**config.mk**
```make
export PLATFORM = sky130hd
export DESIGN_NAME = burst_addr_gen
export DESIGN_NICKNAME = d
export VERILOG_FILES = /design/src/rtl/burst_pkg.sv /design/src/rtl/burst_mode_reg.sv /design/src/rtl/burst_beat_ctr.sv /design/src/rtl/burst_base_reg.sv /design/src/rtl/burst_addr_gen.sv
export SDC_FILE = /design/constraint.sdc
export NUM_CORES = 1
export LEC_CHECK = 0
export BUFFER_PORTS_ARGS = -buffer_cell sky130_fd_sc_hd__buf_2
export CAP_MARGIN = 40
export CORE_UTILIZATION = 41
export CTS_CLUSTER_SIZE = 25
export DETAILED_ROUTE_END_ITERATION = 8
export GPL_ROUTABILITY_DRIVEN = 0
export GPL_TIMING_DRIVEN = 1
export HOLD_SLACK_MARGIN = 0.12
export PLACE_DENSITY = 0.74
export SYNTH_ARGS = -nofsm -noshare
export SYNTH_HDL_FRONTEND = slang
export SYNTH_SLANG_ARGS = --single-unit
```
**constraint.sdc**
```tcl
create_clock -name clk -period 0.8 [get_ports clk]
set_input_delay 0.08 -clock clk [delete_from_list [all_inputs] [get_ports clk]]
set_output_delay 0.08 -clock clk [all_outputs]
set_load 0.01 [all_outputs]
```
**src/rtl/burst_pkg.sv**
```systemverilog
// Package: shared types and the lane-order function for the burst sequencer.
// Assumes a four-beat burst, so the lane is two bits wide.
package burst_pkg;
    localparam int LANE_W = 2;
    typedef logic [LANE_W-1:0] lane_t;

    // Map a start lane and beat count to the lane of the current beat.
    function automatic lane_t burst_lane(input lane_t start, input lane_t beat,
                                         input logic interleave);
        lane_t r;
        if (interleave) r = start ^ beat;
        else            r = start + beat;   // wraps modulo 4 by width
        return r;
    endfunction
endpackage

```
**src/rtl/burst_mode_reg.sv**
```systemverilog
// Module: registers the static order-select input.
// Assumes the mode changes rarely; adds one cycle of latency to a change.
module burst_mode_reg (
    input  logic clk,
    input  logic rst_n,
    input  logic mode_i,
    output logic mode_q
);
    // Capture the order select each cycle; reset to linear.
    always_ff @(posedge clk) begin
        if (!rst_n) mode_q <= 1'b0;
        else        mode_q <= mode_i;
    end
endmodule

```
**src/rtl/burst_beat_ctr.sv**
```systemverilog
// Module: two-bit beat counter for a four-beat burst.
// Assumes load has priority over advance; the counter wraps naturally.
module burst_beat_ctr
    import burst_pkg::*;
(
    input  logic  clk,
    input  logic  rst_n,
    input  logic  load_i,
    input  logic  adv_i,
    output lane_t beat_q
);
    // Clear on load, step on advance, otherwise hold.
    always_ff @(posedge clk) begin
        if (!rst_n)      beat_q <= '0;
        else if (load_i) beat_q <= '0;
        else if (adv_i)  beat_q <= beat_q + lane_t'(1);
    end


    load_clears_chk: assert property (@(posedge clk) disable iff (!rst_n)
        load_i |=> beat_q == '0);

    adv_steps_chk: assert property (@(posedge clk) disable iff (!rst_n)
        (adv_i && !load_i) |=> beat_q == lane_t'($past(beat_q) + lane_t'(1)));

    suspend_holds_chk: assert property (@(posedge clk) disable iff (!rst_n)
        (!adv_i && !load_i) |=> $stable(beat_q));

    wrap_to_zero_chk: assert property (@(posedge clk) disable iff (!rst_n)
        (adv_i && !load_i && beat_q == 2'd3) |=> beat_q == '0);
endmodule

```
**src/rtl/burst_base_reg.sv**
```systemverilog
// Module: holds the burst start address captured on load.
// Assumes the start address input is meaningful only when load is asserted.
module burst_base_reg #(
    parameter int ADDR_W = 18
) (
    input  logic              clk,
    input  logic              rst_n,
    input  logic              load_i,
    input  logic [ADDR_W-1:0] addr_i,
    output logic [ADDR_W-1:0] base_q
);
    // Capture the start address on load only.
    always_ff @(posedge clk) begin
        if (!rst_n)      base_q <= '0;
        else if (load_i) base_q <= addr_i;
    end


    base_capture_chk: assert property (@(posedge clk) disable iff (!rst_n)
        load_i |=> base_q == $past(addr_i));

    base_locked_chk: assert property (@(posedge clk) disable iff (!rst_n)
        !load_i |=> $stable(base_q));
endmodule

```
**src/rtl/burst_addr_gen.sv**
```systemverilog
// Module: top of the four-beat burst address sequencer.
// Combines the captured start address, the beat count and the registered
// mode into the current address. Assumes ADDR_W > 2.
module burst_addr_gen
    import burst_pkg::*;
#(
    parameter int ADDR_W = 18
) (
    input  logic              clk,
    input  logic              rst_n,
    input  logic              load_i,
    input  logic              adv_i,
    input  logic              mode_i,
    input  logic [ADDR_W-1:0] addr_i,
    output logic [ADDR_W-1:0] addr_o,
    output logic [1:0]        beat_o
);
    localparam int UP_W = ADDR_W - LANE_W;

    logic              mode_q;
    lane_t             beat_q;
    logic [ADDR_W-1:0] base_q;
    lane_t             lane;

    burst_mode_reg u_mode (
        .clk    (clk),
        .rst_n  (rst_n),
        .mode_i (mode_i),
        .mode_q (mode_q)
    );

    burst_beat_ctr u_beat (
        .clk    (clk),
        .rst_n  (rst_n),
        .load_i (load_i),
        .adv_i  (adv_i),
        .beat_q (beat_q)
    );

    burst_base_reg #(.ADDR_W(ADDR_W)) u_base (
        .clk    (clk),
        .rst_n  (rst_n),
        .load_i (load_i),
        .addr_i (addr_i),
        .base_q (base_q)
    );

    // Select the lane of the current beat in the registered order.
    always_comb lane = burst_lane(base_q[LANE_W-1:0], beat_q, mode_q);

    // Drive the outputs: fixed upper part plus the sequenced lane.
    always_comb begin
        addr_o = {base_q[ADDR_W-1:LANE_W], lane};
        beat_o = beat_q;
    end


    upper_stable_chk: assert property (@(posedge clk) disable iff (!rst_n)
        !load_i |=> addr_o[ADDR_W-1:LANE_W] == $past(addr_o[ADDR_W-1:LANE_W]));

    wrap_home_chk: assert property (@(posedge clk) disable iff (!rst_n)
        (adv_i && !load_i && beat_o == 2'd3 && mode_q == mode_i)
        |=> addr_o[LANE_W-1:0] == $past(base_q[LANE_W-1:0]));

    hold_addr_chk: assert property (@(posedge clk) disable iff (!rst_n)
        (!adv_i && !load_i && mode_q == mode_i) |=> $stable(addr_o));

    initial begin
        // Build-time sanity: upper part must exist.
        assert (UP_W > 0);
    end
endmodule

```
# Yosys cells after proc, flatten, opt, wreduce, memory -nomap -nowiden
# Cells that the tools add are included.
[word_totals]
reg_bits = 21
output_inout_bits = 20
elab_cells = 9
[classes]
addsub = 2
muxes = 1
n_bitwise = 2
reduce_logical = 1
[op_table]
columns = ["operator", "n"]
rows = [
  ["$add 2x1->2 const B", 1],
  ["$add 2x2->2", 1],
  ["$mux 2", 1],
  ["$reduce_or 2->1", 1],
  ["$xor 2x2->2", 1],
  ["$not 1->1", 1],
]

# Logic depth before layout (Yosys ltp)
[depth]
word_depth = 2
depth_mapped = 4
mapped_depth_nobuf = 3

# By module
# From an unflattened synthesis, not the netlist that was laid out.
[hier_totals]
hier_cells = 71
area_unflattened_um2 = 835.8
[modules_own_cells]
columns = ["module", "n_inst", "cells_per_inst", "area_each_um2", "seq_area_each_um2"]
rows = [
  ["burst_base_reg", 1, 57, 688.2, 360.3],
  ["burst_beat_ctr", 1, 8, 85.1, 40.0],
  ["burst_addr_gen", 1, 4, 36.3, 0.0],
  ["burst_mode_reg", 1, 2, 26.3, 20.0],
]

# Worst setup path after synthesis
# No wires, ideal clock.
[synth_path]
path_kind = "reg-to-output"
from = "register u_beat.beat_q[0]"
to = "output addr_o[1]"
t_arrival_ns = 0.913
t_required_ns = 0.720
slack_ns = -0.193
path_stages_with_launch = 4
n_path_buf = 0
path_cell_list = "dfxtp_1 > ha_1 > nor2b_1 > xnor2_1"
[synth_between]
elab_chain_cells = 2
[synth_rtl]
columns = ["item", "line", "rtl"]
rows = [
  ["start, declared", "burst_beat_ctr.sv:10", "output lane_t beat_q"],
  ["start signal, assigned", "burst_beat_ctr.sv:16", "else if (adv_i) beat_q <= beat_q + lane_t'(1);"],
  ["$add 2x2->2", "burst_pkg.sv:12", "else r = start + beat;"],
  ["$mux 2", "burst_pkg.sv:11", "if (interleave) r = start ^ beat;"],
  ["end, declared", "burst_addr_gen.sv:15", "output logic [ADDR_W-1:0] addr_o,"],
]
# Every way passes these cells.

# Worst setup path after layout
# Ends and elaborated chain as after synthesis.

==> Implementation_results.wiki <==
{| class="wikitable"
! Metric !! Value
|-
| Fraction of power consumed by sequential logic || 53.7%
|-
| Layout cell share with drive strength beyond 1 || 55.7%
|-
| Setup Total Neg Slack || -1.70 ns
|-
| Synth Cell Area || 963 um2
|-
| Clock H-tree levels || 1
|-
| Number of endpoints with negative hold slack in the final report || 0
|-
| Minimum period implied by the final worst setup slack || 1.25 ns
|-
| Synthesis-to-finish area growth || 60.0%
|-
| Register-to-register setup slack || -0.08 ns
|-
| Share of cell area taken by muxes after synthesis || 18.7%
|-
| Count of port buffers added during placement || 42
|-
| Hold WC Path Type || primary input to register
|-
| RSZ-0062 raised after global routing || true
|-
| Instance count after placement with tap cells included || 142
|-
| Power per Cell Area || 1400 nW/um2
|-
| Fraction of the mapped netlist area in compound gates || 1.56%
|-
| Crit-path max FO || 2
|-
| Comb pwr share || 23.1%
|-
| Pre-CTS WS || -0.172 ns
|-
| Highest clock rate || 798 MHz
|-
| Crit path buffers/inverters || 1
|-
| Startpoint of the lowest-slack register-to-register path || u_beat.beat_q[0]$_SDFFE_PP0P_
|-
| WS Path Type || register to output pin
|-
| Combinational family with the most area after synthesis || multiplexers
|-
| Endpoint of the most critical register-to-register path || u_beat.beat_q[1]$_SDFFE_PP0P_
|-
| Data required time at the worst endpoint || 0.72 ns
|-
| Number of detailed-routing iterations run before antenna repair || 3
|-
| Number of distinct library cells after synthesis || 15
|-
| Top-Level Pins || 43
|-
| Violations in the final reports || setup timing
|-
| All-layer global routing usage || 17.6%
|-
| Clock latency reported for the late side of the worst-skew pair || 0.29 ns
|-
| Die extent in x || 50.5 um
|-
| Clk sink count || 21
|-
| Ratio of routed vias to standard cells || 4.41
|-
| Final Instance Count excl. Fillers || 168
|-
| Clock Tree Root || sky130_fd_sc_hd__clkbuf_4
|-
| Data arrival time of the critical path || 1.17 ns
|-
| TritonCTS clock tree || built
|-
| Pin count of the biggest net entering global routing || 21
|-
| Violation count after the first detailed-route iteration || 2
|-
| Tcrit/Tclk final || 157%
|-
| Summed area of non-filler cells in the final layout || 1540 um2
|-
| Post-synthesis share of cell area spent on full adders, half adders and majority gates || 1.30%
|-
| Worst hold slack across all endpoints || 0.154 ns
|-
| Synthesized netlist net count || 112
|-
| Most frequent cells in the layout || sky130_fd_sc_hd__buf_2 (23), sky130_fd_sc_hd__dlygate4sd3_1 (20), sky130_fd_sc_hd__buf_6 (20)
|-
| Final critical-path setup slack || -0.454 ns
|-
| Design internal power || 1.64 mW
|-
| Worst slew slack as a fraction of its limit || 80.0%
|-
| Switching power || 0.525 mW
|-
| Worst hold stages || 3
|-
| Core Util, Final || 69.7%
|-
| Row Count || 17
|-
| Logic depth of the worst register-to-register path || 3
|-
| Gate count of the mapped netlist || 88
|-
| DRC violations left || 0
|-
| Delay of the slowest critical-path stage || 0.37 ns
|-
| Largest delay contributor family on the critical path || flip-flops
|-
| Start point of the critical path || u_beat.beat_q[0]$_SDFFE_PP0P_
|-
| Crit path capture type || output pin
|-
| Area of the core || 2210 um2
|-
| Total global routing overflow || 0
|-
| Die Footprint || 2550 um2
|-
| Clock Power Share || 23.2%
|-
| Worst clock skew || 0.000101 ns
|-
| Clock slew seen by the registers of the worst setup and hold paths || 0.11 ns
|-
| Simple-gate share of the synthesized area || 15.6%
|-
| Initial core utilization || 43.6%
|-
| Average wire length per cell after detail routing || 12.2 um
|-
| Die height || 50.5 um
|-
| Commonest non-fill, non-tap cell in the layout || sky130_fd_sc_hd__buf_2
|-
| XOR/XNOR Fraction of Synth Area || 2.73%
|-
| Net Sw Frac || 24.3%
|-
| Number of routed nets with antenna violations || 0
|-
| Initial antenna violation count || 0
|-
| Number of global-route vias before repair || 747
|-
| Critical path, cell by cell || ha_4 > nor2b_4 > xnor2_2 > buf_2
|-
| Min-Delay Startpoint || rst_n
|-
| Max cap viols || 0
|-
| Crit-path slowest cell || sky130_fd_sc_hd__dfxtp_4
|-
| Via Count || 741
|-
| Total detailed-routing wirelength || 2.05 mm
|-
| Detailed Place HPWL || 1.23 mm
|-
| Final layout net count || 165
|-
| Endpoint, Worst Hold || u_beat.beat_q[1]$_SDFFE_PP0P_
|-
| Number of buffers created by CTS || 3
|-
| Placed cell area || 1140 um2
|-
| Power after layout || 2.16 mW
|-
| Final Max Tran Viols || 0
|-
| Flip-flop and latch count after synthesis || 21
|-
| Worst-Margin Slew || 0.299 ns
|-
| Post-synthesis sequential area ratio || 43.6%
|-
| Result of the run || complete, but fails checks
|-
| Leak Pwr || 0.713 nW
|-
| # diodes || 0
|-
| Warning count from the yosys run || 0
|-
| Global-route wire length before repair || 3.17 mm
|-
| Number of buffers between clock root and the deepest sink || 2
|-
| Peak supply drop || 0.966 mV
|-
| Final setup violating endpoints || 22
|-
| Syn_area_per_cell || 10.9 um2
|-
| Startpoint type of the worst setup path || register
|}
cell usage after synthesis:
master                      n  area [um2]
sky130_fd_sc_hd__and2_1     1        6.26
sky130_fd_sc_hd__nor2_1     1        3.75
sky130_fd_sc_hd__a21oi_1    1        5.00
sky130_fd_sc_hd__clkbuf_1   2        7.51
sky130_fd_sc_hd__buf_4     16         120
sky130_fd_sc_hd__mux2i_1   18         180
sky130_fd_sc_hd__buf_6      1        11.3
sky130_fd_sc_hd__a21bo_2    1        10.0
sky130_fd_sc_hd__nand3b_1   1        7.51
sky130_fd_sc_hd__dfxtp_1   21         420
sky130_fd_sc_hd__xnor2_1    3        26.3
sky130_fd_sc_hd__ha_1       1        12.5
sky130_fd_sc_hd__nor2b_1   19         119
sky130_fd_sc_hd__buf_12     1        20.0
sky130_fd_sc_hd__nand2b_4   1        13.8
repair_timing:
action                                  in CTS  in global routing
hold buffers                                20                  0
resized for setup                           41                  0
hold endpoints to repair                    21                  0
buffers inserted                             0                  2
pin swaps                                    1                  0
endpoints found under the setup margin      22                 22
power groups by stage:
| stage | clock, mW | combinational, mW | sequential (mW) |
|---|---|---|---|
| finish | 0.502 | 0.500 | 1.16 |
| global route | 0.580 | 0.534 | 1.17 |
| CTS | 0.535 | 0.490 | 1.16 |
| detailed placement | 0 | 0.341 | 1.16 |
| global placement | 0 | 0.331 | 1.16 |
| floorplan | 0 | 0.261 | 1.16 |
registers in the layout, summed over array words and instances, names as in the netlist:
| signal | cells |
|---|---|
| u_mode.mode_q | 1 |
| u_base.base_q | 18 |
| u_beat.beat_q | 2 |
metal layers:
metal,wire length [um],track usage (%)
met1,840,17.1
met2,1090,34.2
met3,100,4.24
met4,16,8.33
met5,0,0
area by class of cell:
class                   instances  area, um2
fillers                       163        671
repair buffers                 68        603
flip-flops and latches         21        447
multi-input cells              47        430
well taps                      28       35.0
clock buffers                   4       26.3
tightest hold or removal path, stage by stage:
cell	delay, ns
sky130_fd_sc_hd__buf_2	0.20
sky130_fd_sc_hd__nand2b_4	0.11
sky130_fd_sc_hd__a21oi_2	0.03
logic make-up (layout without fill, tap and decap cells):
logic type / count (synthesis) / in the layout
AND/OR/NAND/NOR: 23 / 23
multiplexers: 18 / 18
AO/OA/AOI/OAI: 2 / 2
buffers and inverters: 20 / 72
adder cells (fa/ha/maj): 1 / 1
flip-flops: 21 / 21
XOR/XNOR: 3 / 3
how the worst max path moves through the flow:
stage	endpoint	slack (ns)	cells after the start
floorplan	addr_o[1]	-0.09	3
global placement	addr_o[1]	-0.15	4
detailed placement	addr_o[1]	-0.17	4
CTS	addr_o[1]	-0.47	4
global route	addr_o[1]	-0.53	4
finish	addr_o[1]	-0.45	4
No activity file was read; power rests on OpenSTA's default activity.
